<file path="config.mk">
export PLATFORM = sky130hd
export DESIGN_NAME = swf_loop_filter
export DESIGN_NICKNAME = d
export VERILOG_FILES = /design/src/rtl/swf_pkg.sv /design/src/rtl/swf_window.sv /design/src/rtl/swf_comp.sv /design/src/rtl/swf_loop_filter.sv
export SDC_FILE = /design/constraint.sdc
export NUM_CORES = 1
export LEC_CHECK = 0
export BUFFER_PORTS_ARGS = -buffer_cell sky130_fd_sc_hd__buf_2
export CELL_PAD_IN_SITES_DETAIL_PLACEMENT = 1
export CELL_PAD_IN_SITES_GLOBAL_PLACEMENT = 2
export CORE_UTILIZATION = 40
export CTS_BUF_LIST = sky130_fd_sc_hd__clkbuf_2
export CTS_CLUSTER_SIZE = 24
export DETAILED_ROUTE_END_ITERATION = 16
export GPL_TIMING_DRIVEN = 0
export PLACE_DENSITY_LB_ADDON = 0.1
export SLEW_MARGIN = 15
export SYNTH_ARGS = -nofsm -noshare
export SYNTH_HDL_FRONTEND = slang
export SYNTH_SLANG_ARGS = --single-unit
export TNS_END_PERCENT = 20
</file>
<file path="constraint.sdc">
create_clock -name clk -period 13.1 [get_ports clk]
set_clock_uncertainty 0.05 [all_clocks]
set_input_delay 0 -clock clk [delete_from_list [all_inputs] [get_ports clk]]
set_output_delay 0 -clock clk [all_outputs]
set_load 0.02 [all_outputs]
</file>
<file path="src/rtl/swf_pkg.sv">
package swf_pkg;

  typedef struct packed {
    logic signed [31:0] integ;
    logic        [31:0] word;
    logic               hi;
    logic               lo;
    logic               frz;
  } comp_t;

  // Arithmetic right shift = floor division by 2^sh
  function automatic int floor_shr(input int v, input int sh);
    return v >>> sh;
  endfunction

  // Clamp to [lo_b, hi_b]
  function automatic int clamp(input int v, input int lo_b, input int hi_b);
    if (v > hi_b) return hi_b;
    if (v < lo_b) return lo_b;
    return v;
  endfunction

  // One compensator step: proportional + integral with directional anti-windup
  function automatic comp_t comp_step(input int integ, input int sum, input int nom,
                                      input int pmin, input int pmax,
                                      input int psh, input int ish);
    comp_t r;
    int p, i, cand, raw, keep, fin;
    p    = floor_shr(sum, psh);
    i    = floor_shr(sum, ish);
    cand = integ + i;
    raw  = nom + p + cand;
    r.frz   = ((raw > pmax) && (i > 0)) || ((raw < pmin) && (i < 0));
    keep    = r.frz ? integ : cand;
    fin     = nom + p + keep;
    r.hi    = fin > pmax;
    r.lo    = fin < pmin;
    r.word  = clamp(fin, pmin, pmax);
    r.integ = keep;
    return r;
  endfunction

endpackage

</file>
<file path="src/rtl/swf_window.sv">
module swf_window #(
  parameter int DW   = 12,
  parameter int NMAX = 16
) (
  input  logic                  clk,
  input  logic                  rst_n,
  input  logic                  half_mode,
  input  logic                  stb,
  input  logic signed [DW-1:0]  err,
  output logic signed [DW+$clog2(NMAX):0] sum,
  output logic                  sum_vld,
  output logic                  flip
);
  localparam int AW   = $clog2(NMAX);
  localparam int SW   = DW + AW + 1;
  localparam int HALF = NMAX / 2;
  localparam logic [AW-1:0] LAST_FULL = AW'(NMAX - 1);
  localparam logic [AW-1:0] LAST_HALF = AW'(HALF - 1);

  logic                 mode_q;
  logic signed [DW-1:0] ring_q [NMAX];
  logic [AW-1:0]        wr_ptr;
  logic signed [SW-1:0] acc_q;
  logic [AW-1:0]        last_idx;
  logic signed [DW-1:0] oldest;
  logic signed [SW-1:0] acc_nxt;

  assign flip     = (half_mode != mode_q);
  assign last_idx = mode_q ? LAST_HALF : LAST_FULL;
  assign oldest   = ring_q[wr_ptr];
  assign acc_nxt  = acc_q + SW'(err) - SW'(oldest);
  assign sum      = acc_q;

  // Ring storage: one register slot per window position
  for (genvar g = 0; g < NMAX; g++) begin : g_slot
    always_ff @(posedge clk or negedge rst_n) begin
      if (!rst_n)                                ring_q[g] <= '0;
      else if (flip)                             ring_q[g] <= '0;
      else if (stb && (wr_ptr == AW'(g)))        ring_q[g] <= err;
    end
  end

  always_ff @(posedge clk or negedge rst_n) begin
    if (!rst_n) begin
      mode_q  <= 1'b0;
      wr_ptr  <= '0;
      acc_q   <= '0;
      sum_vld <= 1'b0;
    end else if (flip) begin
      mode_q  <= half_mode;
      wr_ptr  <= '0;
      acc_q   <= '0;
      sum_vld <= 1'b0;
    end else begin
      sum_vld <= stb;
      if (stb) begin
        acc_q  <= acc_nxt;
        wr_ptr <= (wr_ptr == last_idx) ? '0 : wr_ptr + 1'b1;
      end
    end
  end

endmodule

</file>
<file path="src/rtl/swf_comp.sv">
module swf_comp
  import swf_pkg::*;
#(
  parameter int SW   = 17,
  parameter int PW   = 16,
  parameter int NOM  = 1000,
  parameter int PMIN = 950,
  parameter int PMAX = 1050,
  parameter int P_SH = 2,
  parameter int I_SH = 5
) (
  input  logic                 clk,
  input  logic                 rst_n,
  input  logic signed [SW-1:0] sum,
  input  logic                 sum_vld,
  output logic [PW-1:0]        word,
  output logic                 word_vld,
  output logic signed [31:0]   integ,
  output logic                 sat_hi,
  output logic                 sat_lo,
  output logic                 frz
);
  comp_t nxt;

  always_comb begin
    nxt    = comp_step(integ, int'(sum), NOM, PMIN, PMAX, P_SH, I_SH);
    sat_hi = nxt.hi;
    sat_lo = nxt.lo;
    frz    = nxt.frz;
  end

  always_ff @(posedge clk or negedge rst_n) begin
    if (!rst_n) begin
      integ    <= '0;
      word     <= PW'(NOM);
      word_vld <= 1'b0;
    end else begin
      word_vld <= sum_vld;
      if (sum_vld) begin
        integ <= nxt.integ;
        word  <= nxt.word[PW-1:0];
      end
    end
  end

endmodule

</file>
<file path="src/rtl/swf_loop_filter.sv">
module swf_loop_filter #(
  parameter int DW   = 12,
  parameter int NMAX = 16,
  parameter int PW   = 16,
  parameter int NOM  = 1000,
  parameter int P_SH = 2,
  parameter int I_SH = 5
) (
  input  logic                 clk,
  input  logic                 rst_n,
  input  logic                 half_mode,
  input  logic                 err_stb,
  input  logic signed [DW-1:0] err_in,
  output logic [PW-1:0]        period_word,
  output logic                 period_vld
);
  localparam int SW   = DW + $clog2(NMAX) + 1;
  localparam int PMIN = NOM - NOM / 20;
  localparam int PMAX = NOM + NOM / 20;

  // Named internal events for the checker
  logic signed [SW-1:0] win_sum;
  logic                 win_vld;
  logic                 mode_flip;
  logic signed [31:0]   integ;
  logic                 sat_hi, sat_lo, integ_frz;

  swf_window #(.DW(DW), .NMAX(NMAX)) u_win (
    .clk(clk), .rst_n(rst_n), .half_mode(half_mode),
    .stb(err_stb), .err(err_in),
    .sum(win_sum), .sum_vld(win_vld), .flip(mode_flip)
  );

  swf_comp #(.SW(SW), .PW(PW), .NOM(NOM), .PMIN(PMIN), .PMAX(PMAX),
             .P_SH(P_SH), .I_SH(I_SH)) u_comp (
    .clk(clk), .rst_n(rst_n), .sum(win_sum), .sum_vld(win_vld),
    .word(period_word), .word_vld(period_vld), .integ(integ),
    .sat_hi(sat_hi), .sat_lo(sat_lo), .frz(integ_frz)
  );

endmodule

</file>
==> results of run 1 <==
## area by class of cell
type / instances / area [um^2]
antenna: 3 / 7.51
buffer: 136 / 561
clock buffer: 113 / 566
clock inverter: 27 / 153
fill: 5628 / 25700
inverter: 101 / 379
multi-input combinational: 1707 / 11700
sequential: 264 / 6620
tap: 607 / 759
timing repair buffer: 57 / 546
## cell families after synthesis
| kind of cell | Yosys count | share of synthesized area [%] |
|---|---|---|
| simple gates | 783 | 17.6 |
| flops | 264 | 34.4 |
| buf+inv | 237 | 4.89 |
| mux | 132 | 11.7 |
| fa+ha+maj | 136 | 9.59 |
| xor+xnor | 88 | 4.01 |
| compound gates | 568 | 17.7 |
## routing by layer
layer  GRT usage [%]  routed length, um  share of wire (%)
met2            50.8              35100                 51
met3            3.77               2180                3.2
met4            11.7               2660                3.9
met1            34.3              28600                 42
met5               0                  0                  0
## registers in the layout, indices dropped and copies added, names as in the netlist
signal / count
u_win.sum: 17
u_win.mode_q: 1
u_win.wr_ptr: 4
u_comp.word: 16
u_win.ring_q: 192
u_win.sum_vld: 1
u_comp.integ: 32
u_comp.word_vld: 1
## metrics by stage
| stage | instance area, um^2 | utilization, % |
|---|---|---|
| 6_report | 21300 | 45.3 |
| 5_1_grt | 21300 | 45.3 |
| 4_1_cts | 21300 | 45.3 |
| 3_5_place_dp | 20200 | 43.0 |
| 3_3_place_gp | 20100 | 42.8 |
| 2_1_floorplan | 19200 | - |
## cell usage in the layout (no fill, tap or decap), types with 21 or more instances in the layout
master,Yosys,layout
nand2_1,469,469
a21oi_1,294,294
dfrtp_1,258,257
ha_1,117,117
clkbuf_1,116,116
nor2_1,116,115
clkbuf_2,0,113
inv_1,101,101
o21ai_0,81,79
xnor2_1,61,61
mux4_2,60,60
nand3_1,36,36
mux2_2,34,34
a21o_1,33,33
dlygate4sd3_1,0,32
nor3_1,28,28
mux2_4,28,28
xor2_1,27,26
nor2b_1,25,25
nand4_1,24,24
nand2b_1,21,21
buf_2,1,21
## worst paths after layout
check	from	cells after the start	to	slack [ns]
min	err_stb	6	u_win.ring_q[132]	0.18
max reg2reg	u_win.sum[16]	37	u_comp.word[6]	0.88
min in group asynchronous	rst_n	5	u_win.ring_q[186]	0.58
min reg2reg	u_win.sum_vld	0	u_comp.word_vld	0.38
max	u_win.sum[16]	37	u_comp.word[6]	0.88
max in group asynchronous	rst_n	6	u_win.ring_q[107]	11.51
## repair_timing
action                     in CTS  in global routing
setup endpoints to repair      11                 11
gates cloned                    0                  0
resized for setup               1                  6
hold buffers                   33                  0
hold endpoints to repair      479                  0
## critical path: cells and delay by family, from the launching register on
family | cells | cell delay (ns)
fa+ha+maj | 3 | 1.16
compound gates | 16 | 4.75
mux | 2 | 0.51
simple gates | 10 | 3.39
xor+xnor | 3 | 1.04
buf+inv | 3 | 0.56
flops | 1 | 0.63
==> results.txt, run 1 <==
status - complete, no violations
row cnt - 79
Critical Path Sink Type - register
Post-CTS Setup Inserts - 0
WL/cell - 22.7 um
synth cell count leaders - 469 x nand2_1, 294 x a21oi_1, 258 x dfrtp_1
CP max-delay cell - a311oi_1
Final ANT Viol Nets - 0
Clock Latency Late Sink - 1.06 ns
Post-Syn Nets - 2360
EDFF count, synth - 0
fin nets - 2497
Starting Density - 40.9%
Die Y - 221 um
gr usage total - 28.4%
Worst path max stage delay - 0.69 ns
Final Hold Vio Count - 0
CTS Buf Count - 78
Synth Flop Type - dfrtp_1
total core area - 0.0470 mm^2
setup slack after layout - 0.878 ns
CTS tree - done
Avg Vias per Cell - 5.70
Fin Setup TNS - 0 ns
H-tree levels - 3
Syn-to-layout area delta - 10.7%
final RePlAce weighted congestion - 1.01
Slew @ Worst Pin - 1.07 ns
GRT overflow - 0
die footprint - 0.0489 mm^2
Root Buffer - clkbuf_2
max-slew violations - 0
Critical Path RT - 13.95 ns
# IOs - 33
Max Cap Violations - 0
CP Max Fanout - 25
initial antenna violation count - 2
share of layout cells above drive strength 1 - 12.7%
initial DRC count - 757
Synth warnings - 0
Synth area leader - dfrtp_1
Post-Syn Area - 0.0192 mm^2
syn_area_per_cell - 8.71 um^2
worst hold slack - 0.184 ns
Post-synth ARST share - 100%
Yosys top cell area share - 33.6%
most common cell in the synthesized netlist - nand2_1
Yosys cell types - 77
RSZ-0062 raised after global routing - no
TritonCTS Sinks - 264
clk slew on worst S/H paths - 0.10 ns
port bufs - 21
synth top area cells - dfrtp_1 34%, nand2_1 9.2%, a21oi_1 7.7%
CP Class - reg2reg
DRT Pass-1 Iters - 5
Tcrit/Tclk final - 93.3%
max_slew headroom - 27.5%
Worst Hold Class - in2reg
Longest Clk Path Bufs - 3
maximum number of pins on one net before global-route repair - 97
first-pass GRT wire length - 107000 um
hpwl dp - 52000 um
sequential fraction of the synthesis area - 34.4%
Inst Count DP - 2839
total number of vias - 17200
flops & latches, synth - 264
Synth Instances - 2208
vias in the first global route - 18500
DIE WIDTH - 221 um
Place WS - -0.0403 ns
setup violators final - 0
f_max - 81.8 MHz
crit path DAT - 13.07 ns
fin cells - 3015
DR DRC count - 0
Startpoint Class - register
fin crit period - 12.22 ns
total wire length - 68500 um
Power of run 1 is not shown: default switching activity piles up to over one toggle a cycle in this logic, so the estimate is an artifact.
==> run 2, diff against run 1 <==
- ABC_AREA: default -> 1
- CORE_UTILIZATION: 40 -> 38
==> run 2 against run 1 <==
Compared with the run above:
- clock-buffer cell count is 3 lower
- synthesized cell count is 31% higher
- sequential share of layout area is 1.6 points lower
- maximum frequency is 30% higher
- synthesized area is 6.1% higher
- critical path type unchanged
- critical endpoint is now u_comp.word[1]
==> results.txt, run 2 <==
status - complete, no violations
DR DRC count - 0
Internal - 2.85 mW
reg2reg path depth - 46
DRT Pass-1 Iters - 7
initial antenna violation count - 4
Startpoint Class - register
Largest register FFs - 192
flops & latches, synth - 264
worst setup path start - u_win.sum[16]
Final ANT Viol Nets - 0
RSZ-0062 raised after global routing - no
Worst path max stage delay - 0.79 ns
Place WS - 3.82 ns
Worst Hold Class - in2async
fin crit period - 9.41 ns
first-pass GRT wire length - 118000 um
synth top area cells - dfrtp_1 32%, nand2_1 15%, inv_1 8.0%
overall power - 6.72 mW
CP Class - reg2reg
initial DRC count - 1076
crit path DAT - 10.31 ns
Post-Place Cell Area - 0.0215 mm^2
TritonCTS Sinks - 264
Post-CTS Setup Inserts - 0
Critical Path RT - 14.00 ns
EDFF count, synth - 0
row cnt - 84
max-slew violations - 0
max_slew headroom - 15.8%
DIE WIDTH - 234 um
Psw - 3.87 mW
Syn-to-layout area delta - 10.2%
GRT met2 Usage - 50.4%
Synth Instances - 2884
Synth area leader - dfrtp_1
gr usage total - 28.5%
Max Cap Violations - 0
WL/cell - 20.2 um
most common cell in the synthesized netlist - nand2_1
fin nets - 3177
# IOs - 33
sequential fraction of the synthesis area - 32.4%
PwrDens - 299 mW/mm^2
Avg Vias per Cell - 5.27
Clock Latency Late Sink - 1.08 ns
CTS tree - done
total wire length - 76000 um
LEAKAGE - 11.6 nW
Sequential Area - 0.00661 mm^2
Post-Syn Area - 0.0204 mm^2
Filler cells - 6846
synth cell count leaders - 790 x nand2_1, 433 x inv_1, 281 x o21ai_0
CTS Buf Count - 77
Slew @ Worst Pin - 1.26 ns
Tcrit/Tclk final - 71.8%
setup violators final - 0
reg-to-reg endpoint - u_comp.word[1]
met3 usage - 3.33%
vias in the first global route - 21000
hpwl dp - 60900 um
Critical Path Sink Type - register
R2R Setup Slk - 3.69 ns
switching share of power - 57.6%
Die Y - 234 um
port bufs - 32
total core area - 0.0528 mm^2
setup slack after layout - 3.69 ns
Yosys top cell area share - 31.7%
Synth Flop Type - dfrtp_1
Gate power share - 74.6%
most frequent cells in the layout - 790 x nand2_1, 433 x inv_1, 281 x o21ai_0
Most Crowded Layer GR - met2
final RePlAce weighted congestion - 1.06
Root Buffer - clkbuf_2
commonest non-fill, non-tap cell in the layout - nand2_1
H-tree levels - 3
Clock power frac - 9.4%
maximum number of pins on one net before global-route repair - 101
CP max-delay cell - dfrtp_1
worst r2r src - u_win.sum[16]
met1 GRT Util - 33.7%
GRT overflow - 0
share of layout cells above drive strength 1 - 11.1%
Synth warnings - 0
Longest Clk Path Bufs - 3
Top reg by flops - u_win.ring_q
die footprint - 0.0546 mm^2
footprint of the multi-input gates - 0.0117 mm^2
cell mode on critical path - nand2_1
crit path to - u_comp.word[1]
Yosys cell types - 61
Final Hold Vio Count - 0
Post-CTS Resized - 0
clk slew on worst S/H paths - 0.08 ns
Peak VDD IR - 0.000124 V
Starting Density - 38.6%
Finished Cell Area - 0.0225 mm^2
CTS Hold Bufs - 26
syn_area_per_cell - 7.07 um^2
sequential power share - 16.1%
Post-Syn Nets - 3036
total number of vias - 19800
Fin Setup TNS - 0 ns
CP Max Fanout - 24
f_max - 106 MHz
Post-synth ARST share - 100%
[run 2: power by group through the flow]
stage | Clock (mW) | Sequential, mW | Combinational, mW
floorplan | 0 | 1.07 | 3.61
global placement | 0 | 1.09 | 4.90
CTS | 0.650 | 1.08 | 5.06
finish | 0.629 | 1.08 | 5.01
detailed placement | 0 | 1.09 | 5.00
global route | 0.690 | 1.10 | 5.65
[run 2: worst min-delay path by stage]
stage / cells after the start / to
2_1_floorplan: 0 / u_comp.integ[0]
3_3_place_gp: 2 / u_win.mode_q
3_5_place_dp: 1 / u_win.ring_q[20]
4_1_cts: 3 / u_win.ring_q[20]
5_1_grt: 3 / u_win.ring_q[20]
6_report: 3 / u_win.ring_q[20]
[run 2: final cells by class]
type                    count  share of cell area (%)
flip-flops and latches    264                    29.5
clock inverters            14                   0.440
well taps                 688                    3.83
diodes                      3                  0.0334
inverters                 440                    7.37
plain buffers              95                    1.82
repair buffers             62                    2.41
clock buffers             110                    2.45
multi-input cells        2085                    52.2
[run 2: through the flow]
step           hold WS (ns)  util [%]  instances
2_1_floorplan        -0.346         -       2884
4_1_cts             0.00894      42.5       3758
3_3_place_gp          0.184      40.6       3604
6_report             0.0972      42.6       3761
3_5_place_dp         -0.243      40.8       3608
5_1_grt              0.0481      42.6       3760
[run 2: worst max-delay path, delay by kind of cell, from the launching register on]
family | cells | cell delay (ns)
compound gates | 10 | 1.99
xor+xnor | 2 | 1.07
fa+ha+maj | 4 | 1.66
buf+inv | 8 | 0.78
simple gates | 22 | 2.99
flops | 1 | 0.79
[run 2: kinds of logic after synthesis]
logic type                 Yosys count  synth area share [%]
and+or+nand+nor                   1203                  24.8
AOI/OAI and AO/OA                  603                  16.5
buffers and inverters              535                  10.1
DFF                                264                  32.4
adders and majority gates          136                  9.05
muxes                               78                  4.31
xor gates and xnor gates            65                  2.79
[run 2: per-layer routing]
| metal | wire length (um) | share of wire (%) | up-vias |
|---|---|---|---|
| met5 | 12 | 0.016 | - |
| met4 | 3940 | 5.2 | 2 |
| met3 | 2520 | 3.3 | 182 |
| met2 | 37600 | 49 | 407 |
| met1 | 31900 | 42 | 9551 |
| li1 | - | - | 9677 |
No activity file was read; power rests on OpenSTA's default activity.
==> run 3, diff against run 2 <==
- CORE_UTILIZATION: 38 -> 35
- clock period: 13.1 -> 8.5 ns (I/O delays scaled with it)
==> run 3 against run 2 <==
Compared with the run above:
- register-to-register slack worse by 3.2 ns
- critical endpoint unchanged
- design area is 3.6% higher
- via count is 1.0% lower
- worst hold slack better by 0.025 ns
- maximum frequency is 17% higher
- sequential cell count stayed put
- final cell count is 3.0% higher
- sequential share of layout area is 1.0 points lower
- first-iteration DRC count is 26% lower
- critical path depth is 8 higher
==> results.txt, run 3 (synthesis results as in run 2) <==
status - complete, no violations
Startpoint Class - register
vias in the first global route - 21200
Starting Density - 35.4%
commonest non-fill, non-tap cell in the layout - nand2_1
GRT overflow - 0
Critical Path RT - 9.32 ns
Avg Vias per Cell - 5.06
DR WL met2 - 39800 um
setup slack after layout - 0.443 ns
Clock Latency Late Sink - 1.03 ns
CP Max Fanout - 10
setup violators final - 0
die footprint - 0.0592 mm^2
hold wc startpoint - err_in[1]
Place WS - -0.908 ns
Root Buffer - clkbuf_2
worst r2r src - u_comp.integ[0]
met1 WL - 33000 um
CTS Buf Count - 78
Final Hold Vio Count - 0
CP Class - reg2reg
maximum number of pins on one net before global-route repair - 98
initial antenna violation count - 2
WL met3 - 2020 um
WL/cell - 20.2 um
gr usage total - 26.7%
DIE WIDTH - 243 um
DRT Pass-1 Iters - 5
total wire length - 78400 um
H-tree levels - 3
max-slew violations - 0
Slew @ Worst Pin - 1.32 ns
Worst Hold Class - in2reg
clk slew on worst S/H paths - 0.11 ns
initial DRC count - 796
total core area - 0.0576 mm^2
DR top layer - met4
Finished Cell Area - 0.0233 mm^2
fin nets - 3203
Top reg by flops - u_win.ring_q
# IOs - 33
f_max - 124 MHz
share of layout cells above drive strength 1 - 14.7%
fin crit period - 8.06 ns
Critical Path Sink Type - register
Longest Clk Path Bufs - 3
TritonCTS Sinks - 264
most frequent cells in the layout - 778 x nand2_1, 432 x inv_1, 274 x o21ai_0
Worst path max stage delay - 0.44 ns
Final ANT Viol Nets - 0
Post-Place Cell Area - 0.0216 mm^2
Largest register FFs - 192
max_slew headroom - 11.4%
final RePlAce weighted congestion - 1.11
first-pass GRT wire length - 122000 um
Die Y - 243 um
port bufs - 32
Syn-to-layout area delta - 14.1%
total number of vias - 19600
crit path DAT - 8.88 ns
Final Core Density - 40.4%
Max Cap Violations - 0
worst setup path start - u_comp.integ[0]
DR DRC count - 0
CTS tree - done
cell mode on critical path - nand2_1
CP max-delay cell - dfrtp_1
Tcrit/Tclk final - 94.8%
hpwl dp - 62200 um
row cnt - 88
-- run 3: cell count changes in the layout (fill, tap and decap cells not counted), sizes merged --
cell      change
buf          +24
clkinvlp      -1
clkbuf       +10
inv           +1
clkinv        +2
-- run 3: area by class of cell --
| class | count | area, um^2 |
|---|---|---|
| diodes | 3 | 7.51 |
| inverters | 440 | 1650 |
| flip-flops and latches | 264 | 6620 |
| well taps | 765 | 957 |
| plain buffers | 95 | 410 |
| multi-input cells | 2085 | 12100 |
| fillers | 7349 | 34300 |
| clock buffers | 119 | 596 |
| repair buffers | 87 | 778 |
| clock inverters | 16 | 111 |
-- run 3: metal layers --
metal | track usage [%] | vias up
li1 | - | 9701
met1 | 31.5 | 9484
met2 | 48.4 | 273
met3 | 3.06 | 159
met4 | 12.0 | 0
met5 | 0 | -
-- run 3: worst max-delay path: cells and delay by family, from the launching register on --
family | cells | cell delay [ns]
AND/OR/NAND/NOR | 33 | 3.74
AO/OA/AOI/OAI | 11 | 1.67
adder cells (fa/ha/maj) | 4 | 1.34
buffers and inverters | 5 | 0.56
flip-flops | 1 | 0.44
XOR/XNOR | 1 | 0.12
-- run 3: path summary, 6_finish.rpt --
kind / endpoint / slack [ns] / cells past startpoint
max in group asynchronous: u_win.ring_q[19] / 7.68 / 4
min in group asynchronous: u_win.ring_q[166] / 0.14 / 4
worst max-delay path: u_comp.word[1] / 0.44 / 54
worst min register to register: u_comp.word_vld / 0.35 / 0
worst max register to register: u_comp.word[1] / 0.44 / 54
worst min-delay path: u_win.ring_q[169] / 0.12 / 6
-- run 3: stage by stage --
step	hold slack (ns)	setup TNS, ns	instances
3_3_place_gp	0.198	-18.76	3681
2_1_floorplan	-0.346	0	2884
3_5_place_dp	0.0237	-9.63	3684
5_1_grt	0.0742	-0.385	3874
6_report	0.122	0	3874
4_1_cts	0.0155	0	3853
-- run 3: repair_timing --
item                                    4_1_cts  5_1_grt
hold endpoints to repair                    459        0
resized for setup                            24       85
gates cloned                                  0        1
hold buffers                                 27        0
endpoints found under the setup margin       11       11
pin swaps                                     9       23
setup buffers                                 7       17
Power of run 3 is left out for the same reason.
